--- src/rtl/sram_ctrl_pkg.sv ---
package sram_ctrl_pkg;

  typedef enum logic [4:0] {
    ST_IDLE = 5'b00001,
    ST_RD   = 5'b00010,
    ST_WR   = 5'b00100,
    ST_REC  = 5'b01000,
    ST_DONE = 5'b10000
  } sram_st_e;

  // ceil(ns / clk_ns), never below one cycle
  function automatic int unsigned ns2cyc(int unsigned ns, int unsigned clk_ns);
    int unsigned c;
    c = (ns + clk_ns - 1) / clk_ns;
    if (c < 1) c = 1;
    return c;
  endfunction

  function automatic int unsigned max2(int unsigned a, int unsigned b);
    return (a > b) ? a : b;
  endfunction

endpackage

--- src/rtl/sram_phase_timer.sv ---
module sram_phase_timer #(
  parameter int unsigned CNT_W = 4
) (
  input  logic             clk_i,
  input  logic             rst_ni,
  input  logic             load_i,
  input  logic [CNT_W-1:0] load_val_i,
  output logic [CNT_W-1:0] cnt_o,
  output logic             last_o
);

  logic [CNT_W-1:0] cnt_q;

  always_ff @(posedge clk_i or negedge rst_ni) begin
    if (!rst_ni)              cnt_q <= '0;
    else if (load_i)          cnt_q <= load_val_i;
    else if (cnt_q != '0)     cnt_q <= cnt_q - 1'b1;
  end

  assign cnt_o  = cnt_q;
  assign last_o = (cnt_q == '0);

  AST_TIMER_DOWN: assert property (@(posedge clk_i) disable iff (!rst_ni)
    (!load_i && cnt_q != '0) |=> (cnt_q == $past(cnt_q) - 1'b1));

endmodule

--- src/rtl/sram_req_latch.sv ---
module sram_req_latch #(
  parameter int unsigned ADDR_W = 13,
  parameter int unsigned DATA_W = 8
) (
  input  logic              clk_i,
  input  logic              rst_ni,
  input  logic              accept_i,
  input  logic [ADDR_W-1:0] addr_i,
  input  logic [DATA_W-1:0] wdata_i,
  input  logic              cap_rd_i,
  input  logic [DATA_W-1:0] rd_data_i,
  output logic [ADDR_W-1:0] addr_o,
  output logic [DATA_W-1:0] wdata_o,
  output logic [DATA_W-1:0] rdata_o
);

  logic [ADDR_W-1:0] addr_q;
  logic [DATA_W-1:0] wdata_q;
  logic [DATA_W-1:0] rdata_q;

  always_ff @(posedge clk_i or negedge rst_ni) begin
    if (!rst_ni) begin
      addr_q  <= '0;
      wdata_q <= '0;
    end else if (accept_i) begin
      addr_q  <= addr_i;
      wdata_q <= wdata_i;
    end
  end

  always_ff @(posedge clk_i or negedge rst_ni) begin
    if (!rst_ni)       rdata_q <= '0;
    else if (cap_rd_i) rdata_q <= rd_data_i;
  end

  assign addr_o  = addr_q;
  assign wdata_o = wdata_q;
  assign rdata_o = rdata_q;

  AST_ADDR_HELD: assert property (@(posedge clk_i) disable iff (!rst_ni)
    !accept_i |=> $stable(addr_q));

endmodule

--- src/rtl/sram_async_ctrl.sv ---
module sram_async_ctrl
  import sram_ctrl_pkg::*;
#(
  parameter int unsigned ADDR_W        = 13,
  parameter int unsigned DATA_W        = 8,
  parameter int unsigned CLK_NS        = 8,
  parameter int unsigned RD_CYCLE_NS   = 70,
  parameter int unsigned ADDR_ACC_NS   = 70,
  parameter int unsigned OE_ACC_NS     = 35,
  parameter int unsigned OE_FLOAT_NS   = 30,
  parameter int unsigned WR_CYCLE_NS   = 70,
  parameter int unsigned WR_PULSE_NS   = 40,
  parameter int unsigned DATA_SETUP_NS = 30,
  parameter int unsigned ADDR_VALID_NS = 60,
  parameter int unsigned SEL_VALID_NS  = 60,
  parameter int unsigned WE_FLOAT_NS   = 30
) (
  input  logic              clk_i,
  input  logic              rst_ni,
  input  logic              req_i,
  input  logic              we_i,
  input  logic [ADDR_W-1:0] addr_i,
  input  logic [DATA_W-1:0] wdata_i,
  output logic              ready_o,
  output logic [DATA_W-1:0] rdata_o,
  output logic [ADDR_W-1:0] sram_addr_o,
  output logic              sram_sel_n_o,
  output logic              sram_sel_o,
  output logic              sram_we_n_o,
  output logic              sram_oe_n_o,
  input  logic [DATA_W-1:0] sram_dq_i,
  output logic [DATA_W-1:0] sram_dq_o,
  output logic              sram_dq_oe_o
);

  localparam int unsigned RD_CYC    = max2(max2(ns2cyc(RD_CYCLE_NS, CLK_NS),
                                                ns2cyc(ADDR_ACC_NS, CLK_NS)),
                                           ns2cyc(OE_ACC_NS, CLK_NS));
  localparam int unsigned TURN_CYC  = max2(ns2cyc(WE_FLOAT_NS, CLK_NS),
                                           ns2cyc(OE_FLOAT_NS, CLK_NS));
  localparam int unsigned PULSE_CYC = max2(max2(ns2cyc(WR_PULSE_NS, CLK_NS),
                                                ns2cyc(ADDR_VALID_NS, CLK_NS)),
                                           max2(ns2cyc(SEL_VALID_NS, CLK_NS),
                                                TURN_CYC + ns2cyc(DATA_SETUP_NS, CLK_NS)));
  localparam int unsigned WC_CYC    = ns2cyc(WR_CYCLE_NS, CLK_NS);
  localparam int unsigned REC_CYC   = (WC_CYC > PULSE_CYC + 1) ? (WC_CYC - PULSE_CYC) : 1;
  localparam int unsigned CNT_MAX   = max2(RD_CYC, max2(PULSE_CYC, REC_CYC));
  localparam int unsigned CNT_W     = $clog2(CNT_MAX + 1);

  localparam logic [CNT_W-1:0] RD_LD    = CNT_W'(RD_CYC - 1);
  localparam logic [CNT_W-1:0] PULSE_LD = CNT_W'(PULSE_CYC - 1);
  localparam logic [CNT_W-1:0] REC_LD   = CNT_W'(REC_CYC - 1);
  localparam logic [CNT_W-1:0] DRV_TOP  = CNT_W'(PULSE_CYC - 1 - TURN_CYC);

  sram_st_e         state_q, state_d;
  logic             accept, cap_rd, load;
  logic [CNT_W-1:0] load_val, cnt;
  logic             last;
  logic [DATA_W-1:0] wdata_q;

  always_comb begin
    state_d  = state_q;
    accept   = 1'b0;
    cap_rd   = 1'b0;
    load     = 1'b0;
    load_val = '0;
    unique case (state_q)
      ST_IDLE: if (req_i) begin
        accept   = 1'b1;
        load     = 1'b1;
        load_val = we_i ? PULSE_LD : RD_LD;
        state_d  = we_i ? ST_WR : ST_RD;
      end
      ST_RD: if (last) begin
        cap_rd  = 1'b1;
        state_d = ST_DONE;
      end
      ST_WR: if (last) begin
        load     = 1'b1;
        load_val = REC_LD;
        state_d  = ST_REC;
      end
      ST_REC:  if (last) state_d = ST_DONE;
      ST_DONE: state_d = ST_IDLE;
      default: state_d = ST_IDLE;
    endcase
  end

  always_ff @(posedge clk_i or negedge rst_ni) begin
    if (!rst_ni) state_q <= ST_IDLE;
    else         state_q <= state_d;
  end

  sram_phase_timer #(.CNT_W(CNT_W)) u_timer (
    .clk_i      (clk_i),
    .rst_ni     (rst_ni),
    .load_i     (load),
    .load_val_i (load_val),
    .cnt_o      (cnt),
    .last_o     (last)
  );

  sram_req_latch #(.ADDR_W(ADDR_W), .DATA_W(DATA_W)) u_latch (
    .clk_i     (clk_i),
    .rst_ni    (rst_ni),
    .accept_i  (accept),
    .addr_i    (addr_i),
    .wdata_i   (wdata_i),
    .cap_rd_i  (cap_rd),
    .rd_data_i (sram_dq_i),
    .addr_o    (sram_addr_o),
    .wdata_o   (wdata_q),
    .rdata_o   (rdata_o)
  );

  // strobes decode from one-hot state flops only
  logic sel_act;
  assign sel_act      = (state_q == ST_RD) || (state_q == ST_WR) || (state_q == ST_REC);
  assign sram_sel_n_o = !sel_act;
  assign sram_sel_o   = sel_act;
  assign sram_we_n_o  = (state_q != ST_WR);
  assign sram_oe_n_o  = (state_q != ST_RD);
  assign ready_o      = (state_q == ST_DONE);
  assign sram_dq_o    = wdata_q;
  // drive after bus float time, release one cycle after write strobe ends
  assign sram_dq_oe_o = ((state_q == ST_WR) && (cnt <= DRV_TOP)) ||
                        ((state_q == ST_REC) && (cnt == REC_LD));

  AST_READY_PULSE: assert property (@(posedge clk_i) disable iff (!rst_ni)
    ready_o |=> !ready_o);
  AST_READY_DESEL: assert property (@(posedge clk_i) disable iff (!rst_ni)
    ready_o |-> (sram_sel_n_o && !sram_sel_o));
  AST_WE_OE_EXCL: assert property (@(posedge clk_i) disable iff (!rst_ni)
    !sram_we_n_o |-> sram_oe_n_o);
  AST_NO_DRIVE_ON_READ: assert property (@(posedge clk_i) disable iff (!rst_ni)
    sram_dq_oe_o |-> sram_oe_n_o);
  AST_DRIVE_HOLD: assert property (@(posedge clk_i) disable iff (!rst_ni)
    $rose(sram_we_n_o) |-> sram_dq_oe_o);
  AST_DRIVE_RELEASE: assert property (@(posedge clk_i) disable iff (!rst_ni)
    $rose(sram_we_n_o) |=> !sram_dq_oe_o);
  AST_DRIVE_DATA: assert property (@(posedge clk_i) disable iff (!rst_ni)
    (sram_dq_oe_o && $past(sram_dq_oe_o)) |-> $stable(sram_dq_o));
  AST_ADDR_STABLE: assert property (@(posedge clk_i) disable iff (!rst_ni)
    (!sram_sel_n_o && $past(!sram_sel_n_o)) |-> $stable(sram_addr_o));
  AST_BUSY_IGNORE: assert property (@(posedge clk_i) disable iff (!rst_ni)
    (sel_act && !last) |=> sel_act);

endmodule

--- config.mk ---
export PLATFORM = sky130hd
export DESIGN_NAME = sram_async_ctrl
export DESIGN_NICKNAME = d
export VERILOG_FILES = /design/src/rtl/sram_ctrl_pkg.sv /design/src/rtl/sram_phase_timer.sv /design/src/rtl/sram_req_latch.sv /design/src/rtl/sram_async_ctrl.sv
export SDC_FILE = /design/constraint.sdc
export NUM_CORES = 1
export LEC_CHECK = 0
export BUFFER_PORTS_ARGS = -buffer_cell sky130_fd_sc_hd__buf_2
export CAP_MARGIN = 40
export CORE_ASPECT_RATIO = 1.25
export CORE_MARGIN = 2
export CORE_UTILIZATION = 49
export CTS_BUF_LIST = sky130_fd_sc_hd__clkbuf_4 sky130_fd_sc_hd__clkbuf_8
export DETAILED_ROUTE_END_ITERATION = 10
export GPL_ROUTABILITY_DRIVEN = 0
export PLACE_DENSITY_LB_ADDON = 0.15
export SETUP_SLACK_MARGIN = 0.1
export SLEW_MARGIN = 30
export SYNTH_ARGS = -nofsm -noshare
export SYNTH_HDL_FRONTEND = slang
export SYNTH_SLANG_ARGS = --single-unit
--- constraint.sdc ---
create_clock -name clk_i -period 2.55 [get_ports clk_i]
set_input_delay 0.1275 -clock clk_i [delete_from_list [all_inputs] [get_ports clk_i]]
set_output_delay 0.1275 -clock clk_i [all_outputs]
set_load 0.02 [all_outputs]
Word-level counts from Yosys, hierarchy flattened
Cells that the tools add are included.
{"block": "word_totals", "latchBits": 0, "rom_bits": 0, "regBits": 38, "mem_bits_rw": 0, "n_memories": 0, "out_inout_bits": 35, "input_bits": 33, "elab_cells": 43}
{"block": "op_classes", "addsub": 1, "n_lt_le_gt_ge": 1, "div_mod_pow": 0, "n_mul": 0, "n_shift": 0, "bitwise": 0, "reduce_logical": 11, "n_eq_ne": 10, "muxes": 15}
{"cell": "2-to-1 mux 4 bit", "n": 5}
{"cell": "2-to-1 mux 5 bit", "n": 3}
{"cell": "one-hot mux 5 bit (3 select lines)", "n": 1}
{"cell": "equality test 5 x 1 -> 1 bit, second input constant", "n": 1}
{"cell": "equality test 5 x 2 -> 1 bit, second input constant", "n": 1}
{"cell": "equality test 5 x 3 -> 1 bit, second input constant", "n": 1}
{"cell": "equality test 5 x 4 -> 1 bit, second input constant", "n": 1}
{"cell": "equality test 5 bit, second input constant", "n": 1}
{"cell": "inequality test 5 x 2 -> 1 bit, second input constant", "n": 1}
{"cell": "inequality test 5 x 3 -> 1 bit, second input constant", "n": 1}
{"cell": "less-or-equal comparator 4 x 2 -> 1 bit, second input constant", "n": 1}
{"cell": "logical NOT 4 bit", "n": 1}
{"cell": "2-to-1 mux 1 bit", "n": 4}
{"cell": "inequality test 2 bit, second input constant", "n": 2}
{"cell": "nonzero test 4 bit", "n": 1}
{"cell": "subtractor 4 x 1 -> 4 bit, second input constant", "n": 1}
{"cell": "logical OR 1 bit", "n": 3}
{"cell": "2-to-1 mux 3 bit", "n": 1}
{"cell": "AND reduction 3 bit", "n": 1}
{"cell": "logical AND 1 bit", "n": 2}
{"cell": "inequality test 2 x 1 -> 1 bit, second input constant", "n": 1}
{"cell": "one-hot mux 1 bit (2 select lines)", "n": 1}
{"cell": "nonzero test 2 bit", "n": 1}
{"cell": "OR reduction 2 bit", "n": 1}
{"cell": "logical NOT 1 bit", "n": 1}

Logic depth before layout (Yosys ltp)
{"block": "logic_depth", "depth_word": 4, "mapped_depth": 5, "ltp_nobuf": 5}

Modules after synthesis
From an unflattened synthesis, not the netlist that was laid out.
{"block": "unflattened", "hier_cells": 120, "hier_area_um2": 1746.7}
{"module": "sram_req_latch", "cells_per_inst": 61, "area_per_inst_um2": 1154.9, "seq_area_each_um2": 725.7, "instances": 1}
{"module": "sram_async_ctrl", "cells_per_inst": 37, "area_per_inst_um2": 357.8, "seq_area_each_um2": 126.4, "instances": 1}
{"module": "sram_phase_timer", "cells_per_inst": 22, "area_per_inst_um2": 234.0, "seq_area_each_um2": 100.1, "instances": 1}

Worst setup path after synthesis
Ideal clock, no wire load.
{"block": "synth_path", "kind": "register -> output", "from": "register state_q[4]", "to": "output port sram_dq_oe_o", "required_ps": 2423, "path_buffers": 0, "t_arrival_ps": 1990, "setup_slack_ps": 433, "path_stages_with_launch": 3, "path_cell_list": "dfrtp_1 or3_1 a2111oi_0"}
{"block": "synth_between", "elab_chain_cells": 3, "word_cells_on_any_way": 5, "cone_classes": "eq/ne (2); reduce/logical (3)"}
{"element": "start, declared", "line": "sram_async_ctrl.sv:55", "source": "sram_st_e state_q, state_d;"}
{"element": "start signal, assigned", "line": "sram_async_ctrl.sv:91", "source": "else state_q <= state_d;"}
{"element": "equality test 5 x 3 -> 1 bit / equality test 5 x 4 -> 1 bit (equally long branches)", "line": "sram_async_ctrl.sv:126, sram_async_ctrl.sv:127"}
{"element": "logical AND 1 bit, on equally long branches", "line": "sram_async_ctrl.sv:126, sram_async_ctrl.sv:127"}
{"element": "logical OR 1 bit (*)", "line": "sram_async_ctrl.sv:126", "source": "assign sram_dq_oe_o = ((state_q == ST_WR) && (cnt <= DRV_TOP)) ||"}
{"element": "end, declared", "line": "sram_async_ctrl.sv:33", "source": "output logic sram_dq_oe_o"}
Mark *: on every way between the ends. The rest lies on a longest branch, timed or not.

Worst setup path after layout
Ends and elaborated chain as after synthesis.

==> out/metrics.cfg <==
[floorplanning]
pin_count=68
row_count=23
dieArea_um2=3870
start_util=0.515
die_h_um=69.1
core_um2=3220
die_x_um=56.0

[cts]
clock-root-buffer=clkbuf_8
insertion_delay_ns=0.29
clk_pin_slew_worst_paths_ns=0.07
h-tree-depth=2
cts_tree=yes
cts_resized=0
clk_path_buf_depth=2
cts_sinks=38
numCtsBuffers=5

[critical_path]
r2r_setup_slack_ns=0.70
cp-end-kind=output port
max_stage_delay_ns=0.48
critical_path.top_delay_family=simple AND/OR/NAND/NOR gates
r2r_end=u_latch.wdata_o[0]
crit_slowest_cell=or3_1
crit_arrival_ns=1.87
path_cells=or3_1 -> a2111oi_0 -> buf_2
cp-start-kind=register
r2r-start=state_q[1]
path_class=register to output port
worst-path-buf-inv=1
cp_max_fo=8
reg2regPathDepth=4
required_ns=2.42

[final_layout]
final_cell_mix=67 x buf_2, 37 x dfrtp_1, 29 x mux2_2
drive_gt1_frac=0.585
area_delta_synth_final_pct=30.2
final_common_cell=buf_2
n_antenna_cell=0
regArea_um2=952
final_util=0.670
layout.nets=229
nFillCells=265
multi_input_area_um2=663
instances_no_fill=232

[detailed_routing]
firstDrtPassIters=4
route.vias.total=1216
vias_per_cell=5.24
wl_per_cell_um=14.1
drt_wl_total_um=3280
drt-initial-drc-count=21
antenna_left=0
drc_errors=0

[timing]
rsz0062_at_grt=no
fin_crit_ns=1.99
finalSetupViolCount=0
max_slew_margin=0.771
skew_ns=0.00412
hold_viol=0
clock.fmax_ghz=0.502
fin_crit_sh=0.782
setup_tns_ns=0
slew_viol_final=0
max_slew.worst_pin.slew_ns=0.335

[pwr]
p_leak_nw=1.03
ir_drop_mv=0.791
powerDensity_nw_per_um2=1250

[global_routing]
track_usage=0.186
grt_pass1_vias=1283
grt.overflow.total=0
grt_pass1_wl_um=5620
grt_start_max_net_pins=39
antenna_found_initial=0

[yosys]
synth_enable_flop_cells=0
syn_avg_cell_area_um2=13.7
ys_warn_count=0
ys_seq_area_frac=0.574
synth_area_leader_cell=dfrtp_1
syn-num-nets=156
synthArstFlopShare=1.00
synth_top_area_frac=0.558
dominantRegCellSynth=dfrtp_1
synth_area_leaders=dfrtp_1 56%, mux2_2 20%, dfstp_2 1.6%, ha_1 1.5%, mux2i_1 1.2%
synth_area_um2=1660
ys_ff_latch=38
ys_types=36
synthCells=121

[worst_hold_path]
hp-class=input port to register
min_path_cells=2
min_to=u_latch.wdata_o[4]
min_from=wdata_i[4]

[place]
dp_hpwl_um=2480
io_buffers=67
dp_cells=222

[status]
status=completed

[flow_run]
max-cap-violations=0

[what timing repair did]
action / CTS / global route
hold buffers: 1 / 0
endpoints found under the hold margin: 37 / 0
buffers inserted: 0 / 0
[report_power, final]
part | switching (mW) | total (mW) | internal (mW)
Clock | 0.197 | 0.425 | 0.228
Sequential | 0.161 | 1.04 | 0.883
Combinational | 0.675 | 1.23 | 0.554
[flip-flops by register name (all words and copies together), names as in the netlist]
name	cells
state_q	5
u_timer.cnt_o	4
u_latch.rdata_o	8
u_latch.addr_o	13
u_latch.wdata_o	8
[worst max path at each step]
stage | depth (start not counted) | startpoint | slack, ns | end
3_5_place_dp | 4 | state_q[1] | 0.69 | u_latch.wdata_o[0]
6_report | 3 | state_q[4] | 0.56 | sram_dq_oe_o
3_3_place_gp | 4 | state_q[1] | 0.74 | u_latch.wdata_o[1]
4_1_cts | 3 | state_q[4] | 0.54 | sram_dq_oe_o
5_1_grt | 3 | state_q[4] | 0.36 | sram_dq_oe_o
2_1_floorplan | 2 | state_q[4] | 0.43 | sram_dq_oe_o
[cell type report]
type / instances / area share
Sequential cell: 38 / 0.441
Multi-Input combinational cell: 74 / 0.307
Timing Repair Buffer: 71 / 0.180
Clock buffer: 7 / 0.0417
Tap cell: 37 / 0.0214
Inverter: 4 / 0.00695
Clock inverter: 1 / 0.00232
[Yosys cell counts, types with 2 or more instances]
cell	number
or3_1	3
mux2i_1	2
nor2_1	5
nand2b_1	3
buf_4	2
nor3b_1	2
a31oi_1	2
inv_1	4
xnor2_1	2
ha_1	2
dfrtp_1	37
mux2_2	29
o211ai_1	2
nand2_1	3
nor3_1	2
[layer usage]
| layer | up-vias | part of all wire | track usage |
|---|---|---|---|
| li1 | 578 | - | - |
| met4 | 0 | 0.016 | 0.0926 |
| met2 | 41 | 0.53 | 0.325 |
| met3 | 5 | 0.070 | 0.0563 |
| met5 | - | 0 | 0 |
| met1 | 592 | 0.38 | 0.201 |
[worst reg2reg max path: cells and delay by family (launching register included)]
family | cells | cell delay (ns)
AND/OR/NAND/NOR | 2 | 0.61
flip-flops | 1 | 0.46
multiplexers | 1 | 0.38
buffers and inverters | 1 | 0.29
[stage by stage]
| step | area (µm²) | setup slack, ns | hold slack [ns] | power (mW) |
|---|---|---|---|---|
| after detailed placement | 2030 | 0.687 | 0.273 | 2.30 |
| after floorplan | 1660 | 0.433 | -0.168 | 1.91 |
| final | 2160 | 0.556 | 0.0690 | 2.70 |
| after CTS | 2130 | 0.540 | 0.0629 | 2.73 |
| after global routing | 2160 | 0.362 | 0.0664 | 2.88 |
| after global placement | 2030 | 0.738 | 0.258 | 2.25 |
[cell families (layout without fill, tap and decap cells)]
kind of cell               after synthesis  count (layout)  synth area share
AOI/OAI and AO/OA                       12              12            0.0558
xor gates and xnor gates                 2               2            0.0106
adders and majority gates                2               2            0.0151
buffers and inverters                    9              83            0.0302
DFF                                     38              38             0.574
muxes                                   32              32             0.218
and+or+nand+nor                         26              26            0.0965
No activity file was read; power rests on OpenSTA's default activity.
